### config.mk
export PLATFORM = sky130hd
export DESIGN_NAME = updn_reload_timer
export DESIGN_NICKNAME = d
export VERILOG_FILES = /design/src/rtl/updn_tmr_pkg.sv /design/src/rtl/tmr_sync2.sv /design/src/rtl/tmr_evt_ctl.sv /design/src/rtl/tmr_core.sv /design/src/rtl/updn_reload_timer.sv
export SDC_FILE = /design/constraint.sdc
export NUM_CORES = 1
export LEC_CHECK = 0
export BUFFER_PORTS_ARGS = -buffer_cell sky130_fd_sc_hd__buf_2
export CAP_MARGIN = 5
export CORE_UTILIZATION = 59
export DETAILED_ROUTE_END_ITERATION = 12
export PLACE_DENSITY = 0.84
export REMOVE_ABC_BUFFERS = 1
export SLEW_MARGIN = 20
export SYNTH_ARGS = -nofsm -noshare
export SYNTH_HDL_FRONTEND = slang
export SYNTH_SLANG_ARGS = --single-unit
### constraint.sdc
create_clock -name clk -period 8.6 [get_ports clk]
set_input_delay 1.29 -clock clk [delete_from_list [all_inputs] [get_ports clk]]
set_output_delay 1.29 -clock clk [all_outputs]
set_load 0.01 [all_outputs]
### src/rtl/updn_tmr_pkg.sv
package updn_tmr_pkg;

    typedef enum logic {
        SRC_INT = 1'b0,
        SRC_EXT = 1'b1
    } cnt_src_e;

    typedef enum logic [2:0] {
        NXT_HOLD,
        NXT_WRITE,
        NXT_RELOAD,
        NXT_TO_MAX,
        NXT_INC,
        NXT_DEC
    } cnt_next_e;

    // Per-cycle control decoded from the synchronized inputs
    typedef struct packed {
        logic tick;     // one count step this cycle
        logic up;       // direction of that step
        logic reload;   // forced reload from the external pin
    } tmr_ctl_t;

    function automatic logic fell(input logic prev, input logic cur);
        return prev & ~cur;
    endfunction

    function automatic logic rose(input logic prev, input logic cur);
        return ~prev & cur;
    endfunction

endpackage

### src/rtl/tmr_sync2.sv
module tmr_sync2 #(
    parameter int W = 2
) (
    input  logic         clk,
    input  logic         rst,
    input  logic [W-1:0] d_i,
    output logic [W-1:0] q_o,
    output logic [W-1:0] q_prev_o
);
    logic [W-1:0] meta_q;
    logic [W-1:0] sync_q;
    logic [W-1:0] prev_q;

    always_ff @(posedge clk) begin
        if (rst) begin
            meta_q <= '0;
            sync_q <= '0;
            prev_q <= '0;
        end else begin
            meta_q <= d_i;
            sync_q <= meta_q;
            prev_q <= sync_q;
        end
    end

    assign q_o      = sync_q;
    assign q_prev_o = prev_q;
endmodule

### src/rtl/tmr_evt_ctl.sv
module tmr_evt_ctl
    import updn_tmr_pkg::*;
(
    input  logic     run_en,
    input  logic     dir_mode,
    input  logic     ext_rld_en,
    input  logic     src_sel,
    input  logic     tick_i,
    input  logic     pin_cur,
    input  logic     pin_prev,
    input  logic     ecnt_cur,
    input  logic     ecnt_prev,
    output tmr_ctl_t ctl_o
);
    logic raw_tick;

    always_comb begin
        if (cnt_src_e'(src_sel) == SRC_EXT) raw_tick = rose(ecnt_prev, ecnt_cur);
        else                                raw_tick = tick_i;

        ctl_o.tick   = run_en & raw_tick;
        ctl_o.up     = dir_mode ? pin_cur : 1'b1;
        ctl_o.reload = ext_rld_en & ~dir_mode & fell(pin_prev, pin_cur);
    end
endmodule

### src/rtl/tmr_core.sv
module tmr_core
    import updn_tmr_pkg::*;
#(
    parameter int CNT_W = 16
) (
    input  logic             clk,
    input  logic             rst,
    input  tmr_ctl_t         ctl,
    input  logic             wr_cnt,
    input  logic             wr_rld,
    input  logic [CNT_W-1:0] wr_data,
    input  logic             flag_clr,
    output logic [CNT_W-1:0] cnt_o,
    output logic [CNT_W-1:0] rld_o,
    output logic             flag_o,
    output logic             ext_o
);
    localparam logic [CNT_W-1:0] ALL_ONES = '1;
    localparam logic [CNT_W-1:0] ONE      = {{(CNT_W-1){1'b0}}, 1'b1};

    logic [CNT_W-1:0] cnt_q, rld_q, cnt_d;
    logic             flag_q, ext_q;
    logic             wrap;
    cnt_next_e        nxt;

    always_comb begin
        wrap = ctl.tick & ~wr_cnt &
               (ctl.up ? (cnt_q == ALL_ONES) : (cnt_q == rld_q));

        if (wr_cnt)                    nxt = NXT_WRITE;
        else if (ctl.reload)           nxt = NXT_RELOAD;
        else if (wrap && ctl.up)       nxt = NXT_RELOAD;
        else if (wrap)                 nxt = NXT_TO_MAX;
        else if (ctl.tick && ctl.up)   nxt = NXT_INC;
        else if (ctl.tick)             nxt = NXT_DEC;
        else                           nxt = NXT_HOLD;

        unique case (nxt)
            NXT_WRITE:  cnt_d = wr_data;
            NXT_RELOAD: cnt_d = rld_q;
            NXT_TO_MAX: cnt_d = ALL_ONES;
            NXT_INC:    cnt_d = cnt_q + ONE;
            NXT_DEC:    cnt_d = cnt_q - ONE;
            default:    cnt_d = cnt_q;
        endcase
    end

    always_ff @(posedge clk) begin
        if (rst) begin
            cnt_q  <= '0;
            rld_q  <= '0;
            flag_q <= 1'b0;
            ext_q  <= 1'b0;
        end else begin
            cnt_q <= cnt_d;
            if (wr_rld) rld_q <= wr_data;
            if (wrap)          flag_q <= 1'b1;
            else if (flag_clr) flag_q <= 1'b0;
            if (wrap) ext_q <= ~ext_q;
        end
    end

    assign cnt_o  = cnt_q;
    assign rld_o  = rld_q;
    assign flag_o = flag_q;
    assign ext_o  = ext_q;
endmodule

### src/rtl/updn_reload_timer.sv
module updn_reload_timer
    import updn_tmr_pkg::*;
#(
    parameter int CNT_W = 16
) (
    input  logic             clk,
    input  logic             rst,
    input  logic             run_en,
    input  logic             dir_mode,
    input  logic             ext_rld_en,
    input  logic             src_sel,
    input  logic             tick_i,
    input  logic             ext_cnt_i,
    input  logic             ext_ctl_i,
    input  logic             irq_en,
    input  logic             wr_cnt,
    input  logic             wr_rld,
    input  logic [CNT_W-1:0] wr_data,
    input  logic             flag_clr,
    output logic [CNT_W-1:0] cnt_o,
    output logic [CNT_W-1:0] rld_o,
    output logic             wrap_flag_o,
    output logic             ext_bit_o,
    output logic             irq_o
);
    localparam int N_SYNC = 2;
    localparam int PIN_B  = 0;
    localparam int ECNT_B = 1;

    logic [N_SYNC-1:0] async_in, sync_cur, sync_prev;
    tmr_ctl_t          ctl;

    assign async_in[PIN_B]  = ext_ctl_i;
    assign async_in[ECNT_B] = ext_cnt_i;

    tmr_sync2 #(.W(N_SYNC)) u_sync (
        .clk      (clk),
        .rst      (rst),
        .d_i      (async_in),
        .q_o      (sync_cur),
        .q_prev_o (sync_prev)
    );

    tmr_evt_ctl u_ctl (
        .run_en     (run_en),
        .dir_mode   (dir_mode),
        .ext_rld_en (ext_rld_en),
        .src_sel    (src_sel),
        .tick_i     (tick_i),
        .pin_cur    (sync_cur[PIN_B]),
        .pin_prev   (sync_prev[PIN_B]),
        .ecnt_cur   (sync_cur[ECNT_B]),
        .ecnt_prev  (sync_prev[ECNT_B]),
        .ctl_o      (ctl)
    );

    tmr_core #(.CNT_W(CNT_W)) u_core (
        .clk      (clk),
        .rst      (rst),
        .ctl      (ctl),
        .wr_cnt   (wr_cnt),
        .wr_rld   (wr_rld),
        .wr_data  (wr_data),
        .flag_clr (flag_clr),
        .cnt_o    (cnt_o),
        .rld_o    (rld_o),
        .flag_o   (wrap_flag_o),
        .ext_o    (ext_bit_o)
    );

    assign irq_o = wrap_flag_o & irq_en;
endmodule

# After elaboration in Yosys (flattened, before gate mapping)
# Index checks and enable logic that the tools add are counted.
# word_totals
wordCells	45
output_inout_bits	35
input_bits	29
regBits	40
# op_classes
reduce_logical	4
n_eq_ne	7
n_addsub	2
mux	12
bitwise_logic	13
# op_table
operator	count
$pmux W16 S5	1
$mux W3	6
$add A16 B1 Y16 const B	1
$eq A16 B16 Y1	1
$eq A16 B16 Y1 const B	1
$sub A16 B1 Y16 const B	1
$and A1 B1 Y1	8
$eq A3 B2 Y1 const B	2
$eq A3 B3 Y1 const B	2
$mux W1	5
$not A1 Y1	5
$reduce_bool A5 Y1	1
$eq A3 B1 Y1 const B	1
$logic_and A1 B1 Y1	2
$reduce_bool A2 Y1	1

# Longest topological paths before layout
# Gate-level depths: netlist of the first run.
# depth
ltp_word	12
depth_mapped	17
depth_no_buf	15

# Cells and area by module
# From an unflattened synthesis of the first run, not the netlist that was laid out.
# unflattened
cells_unflattened	333
area_unflattened_um2	2849.0
# by_module_without_submodules
mod	n_inst	seq_area_each_um2	area_per_inst_um2	cells_each
tmr_core	1	680.7	2646.3	315
tmr_sync2	1	120.1	157.7	12
tmr_evt_ctl	1	0.0	38.8	5
updn_reload_timer	1	0.0	6.3	1

# Least setup slack after synthesis of the first run
# No wires, ideal clock.
# synth_timing
kind	input to register
startpoint	in dir_mode
endpoint	reg u_core.cnt_q[14], in the netlist u_core.cnt_o[14]
path_buffers	2
required_ps	8525
slack_ps	3682
path_stages	17
arrival_ps	4843
setup_time_ps	75
cell_sequence	buf_6 > and4bb_1 > a22oi_1 > a222oi_1 > and4bb_1 > nor4_4 > buf_2 > nand2_1 > inv_1 > ha_1 > nor2b_1 > o31a_1 > o311ai_0 > a31oi_1 > a2111oi_0 > nor3_1 > o22ai_1
# synth_between
elab_chain_len	9
word_cells_on_any_way	20
classes_between	eq/ne: 5; mux: 8; bitwise: 4; reduce/logical: 3
# synth_rtl
element	line_no	source
start, declared	updn_reload_timer.sv:9	input logic dir_mode,
$mux W1	tmr_evt_ctl.sv:22	ctl_o.up = dir_mode ? pin_cur : 1'b1;
$mux W1 or $logic_and A1 B1 Y1 (tied branches)	tmr_core.sv:28, tmr_core.sv:34	
$and A1 B1 Y1 or $mux W3 (tied branches)	tmr_core.sv:27, tmr_core.sv:34	
$mux W3 or $logic_and A1 B1 Y1 (tied branches)	tmr_core.sv:33, tmr_core.sv:32	
$mux W3	tmr_core.sv:32	else if (wrap && ctl.up) nxt = NXT_RELOAD;
$mux W3 *	tmr_core.sv:31	else if (ctl.reload) nxt = NXT_RELOAD;
$mux W3 *	tmr_core.sv:30	if (wr_cnt) nxt = NXT_WRITE;
$eq A3 B3 Y1, or another cell as far along	tmr_core.sv:38	unique case (nxt)
$pmux W16 S5 or $reduce_bool A5 Y1 (tied branches)	n/a	
end signal, assigned	tmr_core.sv:55	cnt_q <= cnt_d;
end, declared	tmr_core.sv:21	logic [CNT_W-1:0] cnt_q, rld_q, cnt_d;
# Mark *: on every way between the ends. The rest lies on a longest branch, timed or not.
# A chain may end at the register's enable or synchronous reset.

# Worst setup path in the final report of the first run
# Ends and elaborated chain as after synthesis.

==> results of run 1 <==
==> Yosys cell counts, drive strengths merged (2+ instances only) <==
library cell,instances
nor3b,2
nand2,19
a32o,7
a311oi,2
a221o,2
and4bb,3
a22oi,6
nand3b,4
o22ai,2
and2,7
xor2,9
and3,4
dfxtp,40
a211o,7
o31a,2
inv,7
nor3,4
clkbuf,13
ha,14
a211oi,4
buf,6
nand3,3
xnor2,10
a31oi,5
or4b,2
a222oi,2
nor2,48
nor4b,6
mux2i,18
nand2b,4
nor2b,16
a21o,4
o21a,5
or3,2
nor4bb,3
o21bai,2
o21ai,13
o211ai,6
a22o,3
nor4,3
a2111o,2
a21oi,14
==> registers in the layout, summed over array words and instances (netlist names) <==
register	cells
u_sync.q_o	2
u_core.cnt_o	16
u_sync.meta_q	2
u_core.ext_o	1
u_core.rld_o	16
u_sync.q_prev_o	2
u_core.flag_o	1
==> final cells by class <==
type	instances	area, sq um
fill	403	1400
clock buffer	7	96.3
sequential	40	801
timing repair buffer	67	345
inverter	7	26.3
tap	67	83.8
multi-input combinational	281	2000
==> layer usage <==
layer	track usage, %	wire length (um)	share of wire (%)
met3	4.72	442	5.8
met5	0	0	0
met1	40.7	3480	45
met4	10.0	114	1.5
met2	51.4	3640	47
==> cell families (layout without fill, tap and decap cells) <==
family          count (synthesis)  count (layout)  synth area share, %
compound gates                 95              95                 24.1
xor+xnor                       19              19                 5.68
fa+ha+maj                      15              15                 6.67
buf+inv                        26              81                 4.19
flops                          40              40                 27.4
mux                            18              18                 6.15
simple gates                  134             134                 25.9
==> power breakdown <==
group          internal, mW  total [mW]  switching (mW)
logic                0.0514       0.108          0.0563
clock network        0.0715       0.135          0.0635
registers             0.197       0.219          0.0219
==> critical path: stages <==
cell       delay (ns)
buf_2            0.17
nand2b_1         0.32
nor4_1           0.09
a311oi_1         0.26
and4bb_1         0.29
nor4_4           0.16
nand2_1          0.12
inv_1            0.38
ha_1             0.35
nor2b_1          0.17
o31a_1           0.25
o311ai_0         0.47
a31oi_1          0.22
a2111oi_0        0.49
nor3_1           0.12
o22ai_1          0.14
==> final timing paths <==
| check | startpoint | cells after the start | end | slack (ns) |
|---|---|---|---|---|
| worst max register to register | u_sync.q_o[0] | 15 | u_core.cnt_o[14] | 3.88 |
| worst max-delay path | dir_mode | 16 | u_core.cnt_o[14] | 3.49 |
| worst min-delay path | u_sync.meta_q[0] | 1 | u_sync.q_o[0] | 0.44 |
| worst min register to register | u_sync.meta_q[0] | 1 | u_sync.q_o[0] | 0.44 |
==> stage by stage <==
step	std cells	instance area, sq um	hold slack (ns)	worst slack, ns	utilization [%]
final	469	3360	0.443	3.49	70.6
after global routing	469	3360	0.457	3.14	70.6
after CTS	469	3360	0.446	3.52	70.6
after detailed placement	462	3260	0.428	3.23	68.6
after global placement	462	3260	0.418	3.40	68.6
after floorplan	328	2830	0.414	3.43	-
==> flow_metrics.py, run 1 <==
metrics = {
    "sta": {
        "final_max_slew_viol_count": 0,
        "max_freq_mhz": 196,
        "fin_setup_tns_ns": 0,
        "setup_viol": 0,
        "fin_worst_skew_ns": 0.00159,
        "worst_pin_slew_ns": 1.07,
        "hold_viol": 0,
        "period_needed_ns": 5.11,
        "timing.final.crit_share_pct": 59.4,
        "grt_setup_unrepaired": "no",
        "max_slew_margin_pct": 28.4,
    },
    "final_layout": {
        "drive_gt1_share_pct": 19.9,
        "antenna_cells": 0,
        "fin_nets": 446,
        "final_common_cell": "buf_2",
        "syn_to_final_growth_pct": 14.7,
        "layout_common_cells": "63 x buf_2, 48 x nor2_1, 40 x dfxtp_1, 19 x nand2_1, 18 x mux2i_1",
    },
    "detailed_routing": {
        "drt-total-wl_um": 7680,
        "first_pass_iters": 5,
        "drt_iter0_drc": 225,
        "wl_per_cell_um": 16.4,
        "drc": 0,
        "ant_nets": 0,
        "avgViaCountPerCell": 6.24,
        "vias": 2928,
    },
    "logic_synthesis": {
        "ys_async_sr_fraction_pct": 0,
        "synth_area_leaders": "dfxtp_1 27%, mux2i_1 6.2%, nor2_1 6.2%",
        "ys_warn_count": 0,
        "synth_top_area_share_pct": 27.4,
        "synthFlopType": "dfxtp_1",
        "ys_seq_elements": 40,
        "syn_inst": 347,
        "avgSynthCellArea_sq_um": 8.44,
        "synth_edf_count": 0,
        "netlist_area_sq_um": 2930,
        "synth_area_leader_cell": "dfxtp_1",
        "synth_cell_types": 61,
        "synth-seq-area-share_pct": 27.4,
    },
    "status": {
        "status": "complete, no violations",
    },
    "clocking": {
        "htreeDepth": 2,
        "root_buffer": "clkbuf_8",
        "cts_setup_buffers": 0,
        "ctsHoldBuffers": 0,
        "cts.sink_count": 40,
        "cts_made_buffers": 5,
        "cts.path.max_buffers": 2,
        "cts_resized": 0,
        "clk_pin_slew_ns": 0.07,
        "worstSkewPairLatency_ns": 0.29,
        "cts_tree": "built",
    },
    "place": {
        "portBuffers": 63,
        "dp_hpwl_um": 5320,
        "gp_congestion": 0.822,
    },
    "worst_setup_path": {
        "cp_max_fo": 16,
        "crit_path_start_kind": "primary input",
        "crit_type": "primary input to flip-flop",
        "worstSetupEndpointType": "flip-flop",
        "cp.required_ns": 8.81,
        "cp.arrival_ns": 5.32,
    },
    "floorplanning": {
        "io_pins": 64,
        "die_x_um": 72.4,
        "die_h_um": 72.4,
        "initial_core_util_pct": 61.6,
        "coreArea_sq_um": 4750,
        "fp.dieArea_sq_um": 5250,
        "rows": 25,
    },
    "global_route": {
        "antenna_found_initial": 0,
        "overflow": 0,
        "grt_pass1_vias": 2719,
        "grt_pass1_wl_um": 12800,
        "grt_max_degree": 44,
        "groute.usage.overall_pct": 30.8,
    },
    "run": {
        "maxCapViolations": 0,
    },
    "power_and_ir_drop": {
        "p_per_area_nw_per_um2": 138,
        "total_power_mw": 0.462,
        "p_leak_nw": 1.53,
        "ir_worst_vdd_v": 0.000103,
    },
    "hold_path": {
        "hold_path.class": "flip-flop to flip-flop",
    },
}
(Power assumes the default switching activity.)
==> inputs of run 2 (changes only) <==
- CORE_UTILIZATION: 59 -> 50
- PLACE_DENSITY: 0.84 -> 0.75
- clock period: 8.6 -> 4.2 ns (I/O delays scaled with it)
==> run 2 against run 1 <==
Via count up 2.9%. Sequential share of layout area down 1.4 points. Combinational power up 120%. Total power up 110%. Core utilization down 6.7 points. Clock skew up 0.0045 ns. Clock power up 99%. Cell area up 6.1%. Die area up 17%. Sequential power up 100%. Global-route usage down 3.2 points. First-iteration DRC count down 8.0%. Critical endpoint is now u_core.cnt_o[13]. Largest power group unchanged.
==> flow_metrics.py, run 2 (synthesis results as in run 1) <==
metrics = {
    "place": {
        "gp_congestion": 0.959,
        "portBuffers": 63,
        "dpl.cell_count": 484,
        "dp_hpwl_um": 5900,
    },
    "sta": {
        "max_slew_margin_pct": 29.2,
        "period_needed_ns": 3.95,
        "worst_pin_slew_ns": 1.06,
        "setup_viol": 0,
        "hold_viol": 0,
        "fin_hold_ws_ns": 0.440,
        "max_freq_mhz": 253,
        "fin_worst_skew_ns": 0.00605,
        "timing.final.crit_share_pct": 94.1,
        "grt_setup_unrepaired": "no",
        "final_max_slew_viol_count": 0,
    },
    "detailed_routing": {
        "first_pass_iters": 4,
        "drt_iter0_drc": 207,
        "drc": 0,
        "ant_nets": 0,
        "drt-total-wl_um": 8220,
        "wl_per_cell_um": 16.7,
        "vias": 3013,
        "avgViaCountPerCell": 6.12,
    },
    "worst_setup_path": {
        "crit_path_start_kind": "primary input",
        "cp.required_ns": 4.38,
        "crit_type": "primary input to flip-flop",
        "cp.arrival_ns": 4.13,
        "worstSetupEndpointType": "flip-flop",
        "cp_max_fo": 13,
    },
    "clocking": {
        "cts_made_buffers": 5,
        "htreeDepth": 2,
        "cts.path.max_buffers": 2,
        "clk_pin_slew_ns": 0.08,
        "worstSkewPairLatency_ns": 0.29,
        "cts_setup_buffers": 0,
        "root_buffer": "clkbuf_8",
        "cts_tree": "built",
        "cts.sink_count": 40,
    },
    "floorplanning": {
        "die_x_um": 78.5,
        "fp.dieArea_sq_um": 6170,
        "rows": 27,
        "coreArea_sq_um": 5570,
        "die_h_um": 78.5,
        "initial_core_util_pct": 52.5,
        "io_pins": 64,
    },
    "power_and_ir_drop": {
        "p_per_area_nw_per_um2": 268,
        "p_leak_nw": 1.62,
        "ir_worst_vdd_v": 0.000191,
    },
    "global_route": {
        "grt_pass1_vias": 2766,
        "antenna_found_initial": 0,
        "grt_pass1_wl_um": 13600,
        "groute.usage.overall_pct": 27.6,
        "grt_max_degree": 43,
        "overflow": 0,
    },
    "final_layout": {
        "final_common_cell": "buf_2",
        "syn_to_final_growth_pct": 21.7,
        "layout_common_cells": "62 x buf_2, 48 x nor2_1, 40 x dfxtp_1, 21 x buf_4, 19 x nand2_1",
        "stdcell_count": 492,
        "drive_gt1_share_pct": 26.0,
        "antenna_cells": 0,
        "fin_nets": 463,
        "utilization_pct": 63.9,
    },
    "status": {
        "status": "complete, no violations",
    },
    "run": {
        "maxCapViolations": 0,
    },
    "hold_path": {
        "hold_path.class": "flip-flop to flip-flop",
    },
}
run 2: repair_timing:
| item | 4_1_cts | 5_1_grt |
|---|---|---|
| endpoints found under the hold margin | 0 | 0 |
| setup endpoints to repair | 0 | 6 |
| hold buffers | 0 | 0 |
| gates resized for setup | 0 | 16 |
run 2: path summary, 6_finish.rpt:
kind | startpoint | endpoint | slack (ns) | cells past startpoint
setup / recovery | dir_mode | u_core.cnt_o[13] | 0.25 | 19
hold / removal | u_sync.meta_q[0] | u_sync.q_o[0] | 0.44 | 1
setup reg to reg | u_sync.q_o[0] | u_core.cnt_o[13] | 0.28 | 18
hold reg to reg | u_sync.meta_q[0] | u_sync.q_o[0] | 0.44 | 1
run 2: routing by layer:
layer / wire, um / vias to the layer above / track usage (%)
met2: 3870 / 106 / 46.1
li1: - / 1441 / -
met4: 173 / 0 / 10.2
met3: 514 / 20 / 4.88
met1: 3670 / 1446 / 35.2
met5: 0 / - / 0
run 2: area by class of cell:
| type | instances | area (sq um) |
|---|---|---|
| clock inverters | 2 | 10.0 |
| multi-input cells | 281 | 2080 |
| repair buffers | 84 | 475 |
| well taps | 72 | 90.1 |
| flip-flops and latches | 40 | 801 |
| clock buffers | 6 | 82.6 |
| inverters | 7 | 26.3 |
| fillers | 495 | 2010 |
run 2: metrics by stage:
stage / area [sq um] / setup WS (ns) / power (mW) / TNS, ns
2_1_floorplan: 2830 / -0.322 / 0.586 / -1.56
3_3_place_gp: 3390 / -0.172 / 0.678 / -0.172
3_5_place_dp: 3390 / -0.216 / 0.685 / -0.410
4_1_cts: 3490 / 0.0538 / 0.956 / 0
5_1_grt: 3560 / 0.0101 / 1.00 / 0
6_report: 3560 / 0.250 / 0.957 / 0
run 2: worst max-delay path, stage by stage:
cell and delay, ns:
clkbuf_4 0.18, buf_4 0.14, and4bb_2 0.23, a22oi_1 0.09, a222oi_1 0.36, and4bb_2 0.34
nor4_4 0.05, nand2_1 0.09, inv_1 0.11, buf_4 0.17, buf_4 0.14, ha_1 0.32
a21o_1 0.22, a21oi_2 0.17, o21bai_1 0.09, a221o_1 0.34, a21oi_2 0.18, xor2_1 0.17
o32ai_1 0.10
run 2: power breakdown:
group          internal (mW)  total [mW]  switching (mW)
Sequential             0.403       0.447          0.0441
Combinational          0.117       0.241           0.124
Clock                  0.131       0.268           0.137
==> inputs of run 3 (changes only) <==
- SETUP_SLACK_MARGIN: unset -> 0.3
==> run 3 against run 2 <==
Core utilization increased by 2.7 points. Non-clock buffer count is 2 higher. Sequential power barely moved. Clock skew about the same. Fmax grew 2.2%. First-iteration DRC count shrank 25%. Hold slack worse by 0.00069 ns. Flip-flop and latch count unchanged. Largest power group unchanged. Register-to-register slack improved by 0.06 ns. Combinational power up 5%. Clock power about the same.
==> flow_metrics.py, run 3 (synthesis results as in run 1) <==
metrics = {
    "sta": {
        "hold_viol": 0,
        "max_freq_mhz": 259,
        "worst_pin_slew_ns": 1.04,
        "grt_setup_unrepaired": "yes",
        "max_slew_margin_pct": 30.2,
        "fin_setup_tns_ns": 0,
        "period_needed_ns": 3.87,
        "final_max_slew_viol_count": 0,
        "timing.final.crit_share_pct": 92.1,
        "fin_worst_skew_ns": 0.00619,
        "setup_viol": 0,
    },
    "place": {
        "dpl_cell_area_sq_um": 3390,
        "portBuffers": 63,
        "dpl.cell_count": 484,
        "gp_congestion": 0.959,
        "dp_hpwl_um": 5900,
    },
    "global_route": {
        "grt_pass1_vias": 2778,
        "groute.usage.overall_pct": 27.8,
        "overflow": 0,
        "grt_pass1_wl_um": 13700,
        "antenna_found_initial": 0,
        "grt_max_degree": 43,
    },
    "clocking": {
        "worstSkewPairLatency_ns": 0.29,
        "root_buffer": "clkbuf_8",
        "cts_made_buffers": 5,
        "clk_pin_slew_ns": 0.08,
        "htreeDepth": 2,
        "cts.path.max_buffers": 2,
        "cts_tree": "built",
        "ctsHoldBuffers": 0,
        "cts.sink_count": 40,
    },
    "floorplanning": {
        "die_x_um": 78.5,
        "initial_core_util_pct": 52.5,
        "fp.dieArea_sq_um": 6170,
        "coreArea_sq_um": 5570,
        "rows": 27,
        "die_h_um": 78.5,
        "io_pins": 64,
    },
    "run": {
        "maxCapViolations": 0,
    },
    "final_layout": {
        "drive_gt1_share_pct": 29.6,
        "syn_to_final_growth_pct": 26.9,
        "antenna_cells": 0,
        "layout_common_cells": "62 x buf_2, 47 x nor2_1, 38 x dfxtp_1, 20 x buf_4",
        "fin_nets": 465,
        "final_common_cell": "buf_2",
        "stdcell_count": 494,
        "fin_area_sq_um": 3720,
    },
    "worst_setup_path": {
        "max_stage_delay_ns": 0.46,
        "cp.required_ns": 4.38,
        "cp_cell_sequence": "buf_6 -> buf_6 -> and4bb_2 -> a22oi_1 -> a222oi_1 -> and4bb_2 -> nor4_4 -> nand2_2 -> inv_4 -> ha_4 -> buf_4 -> o21ai_2 -> nor2_2 -> o41a_1 -> a221o_1 -> a21oi_2 -> xor2_1 -> o32ai_1",
        "crit_path_start_kind": "primary input",
        "slowest_stage": "o41a_1",
        "crit_type": "primary input to flip-flop",
        "cp_max_fo": 13,
        "cp.arrival_ns": 4.04,
        "reg2reg_slack_ns": 0.34,
        "reg2regPathDepth": 16,
        "worstSetupEndpointType": "flip-flop",
    },
    "power_and_ir_drop": {
        "ir_worst_vdd_v": 0.000198,
        "switching_power_mw": 0.312,
        "combPwrFrac_pct": 26.1,
        "pwr-share-clk_pct": 27.6,
        "p_leak_nw": 1.63,
        "swShare_pct": 32.1,
        "p_per_area_nw_per_um2": 261,
        "p_int_mw": 0.659,
        "p_seq_share_pct": 46.3,
    },
    "detailed_routing": {
        "drc": 0,
        "drt-total-wl_um": 8490,
        "ant_nets": 0,
        "first_pass_iters": 4,
        "avgViaCountPerCell": 6.13,
        "wl_per_cell_um": 17.2,
        "drt_iter0_drc": 156,
        "vias": 3030,
    },
    "status": {
        "status": "complete, no violations",
    },
    "hold_path": {
        "hold_path.class": "flip-flop to flip-flop",
        "hold_path_depth": 1,
    },
}
==> run 3: cell types whose count changed in the layout (fill, tap and decap cells not counted), sizes merged <==
cell and delta:
buf +3, clkbuf -1
==> run 3: timing repair <==
action	4_1_cts	5_1_grt
resized for setup	10	32
endpoints found under the setup margin	5	10
pin swaps	2	13
setup buffers	0	2
==> run 3: path summary, 6_finish.rpt <==
| check | to | from |
|---|---|---|
| max | u_core.cnt_o[13] | dir_mode |
| min | u_sync.q_o[0] | u_sync.meta_q[0] |
| max reg2reg | u_core.cnt_o[13] | u_sync.q_o[0] |
| min reg2reg | u_sync.q_o[0] | u_sync.meta_q[0] |
==> run 3: worst max-delay path: cells and delay by family <==
| family | cells | cell delay, ns |
|---|---|---|
| adder cells (fa/ha/maj) | 1 | 0.22 |
| AO/OA/AOI/OAI | 7 | 1.64 |
| XOR/XNOR | 1 | 0.17 |
| buffers and inverters | 4 | 0.53 |
| AND/OR/NAND/NOR | 5 | 0.86 |
==> run 3: area by class of cell <==
type / instances / area, sq um
Timing Repair Buffer: 86 / 514
Multi-Input combinational cell: 281 / 2180
Tap cell: 72 / 90.1
Clock inverter: 2 / 10.0
Sequential cell: 40 / 806
Fill cell: 472 / 1860
Inverter: 7 / 28.8
Clock buffer: 6 / 82.6
==> run 3: metrics by stage <==
| step | hold slack (ns) | utilization [%] | setup WS, ns | power [mW] |
|---|---|---|---|---|
| 2_1_floorplan | 0.414 | - | -0.322 | 0.586 |
| 3_3_place_gp | 0.421 | 60.9 | -0.172 | 0.678 |
| 3_5_place_dp | 0.422 | 60.9 | -0.216 | 0.685 |
| 4_1_cts | 0.441 | 63.2 | 0.301 | 0.959 |
| 5_1_grt | 0.456 | 66.7 | 0.153 | 1.02 |
| 6_report | 0.439 | 66.7 | 0.333 | 0.970 |
==> run 3: power by group through the flow <==
stage	logic, mW	registers (mW)	clock network, mW
floorplan	0.133	0.453	0
global placement	0.226	0.452	0
detailed placement	0.231	0.454	0
CTS	0.235	0.446	0.278
global route	0.277	0.454	0.288
finish	0.253	0.449	0.268
==> run 3: routing by layer <==
layer  global-route usage (%)  vias to the layer above  wire, um
li1                         -                     1448         -
met1                     35.6                     1436      3750
met2                     46.1                      129      3970
met3                     4.88                       17       625
met4                     10.4                        0       142
met5                        0                        -         0
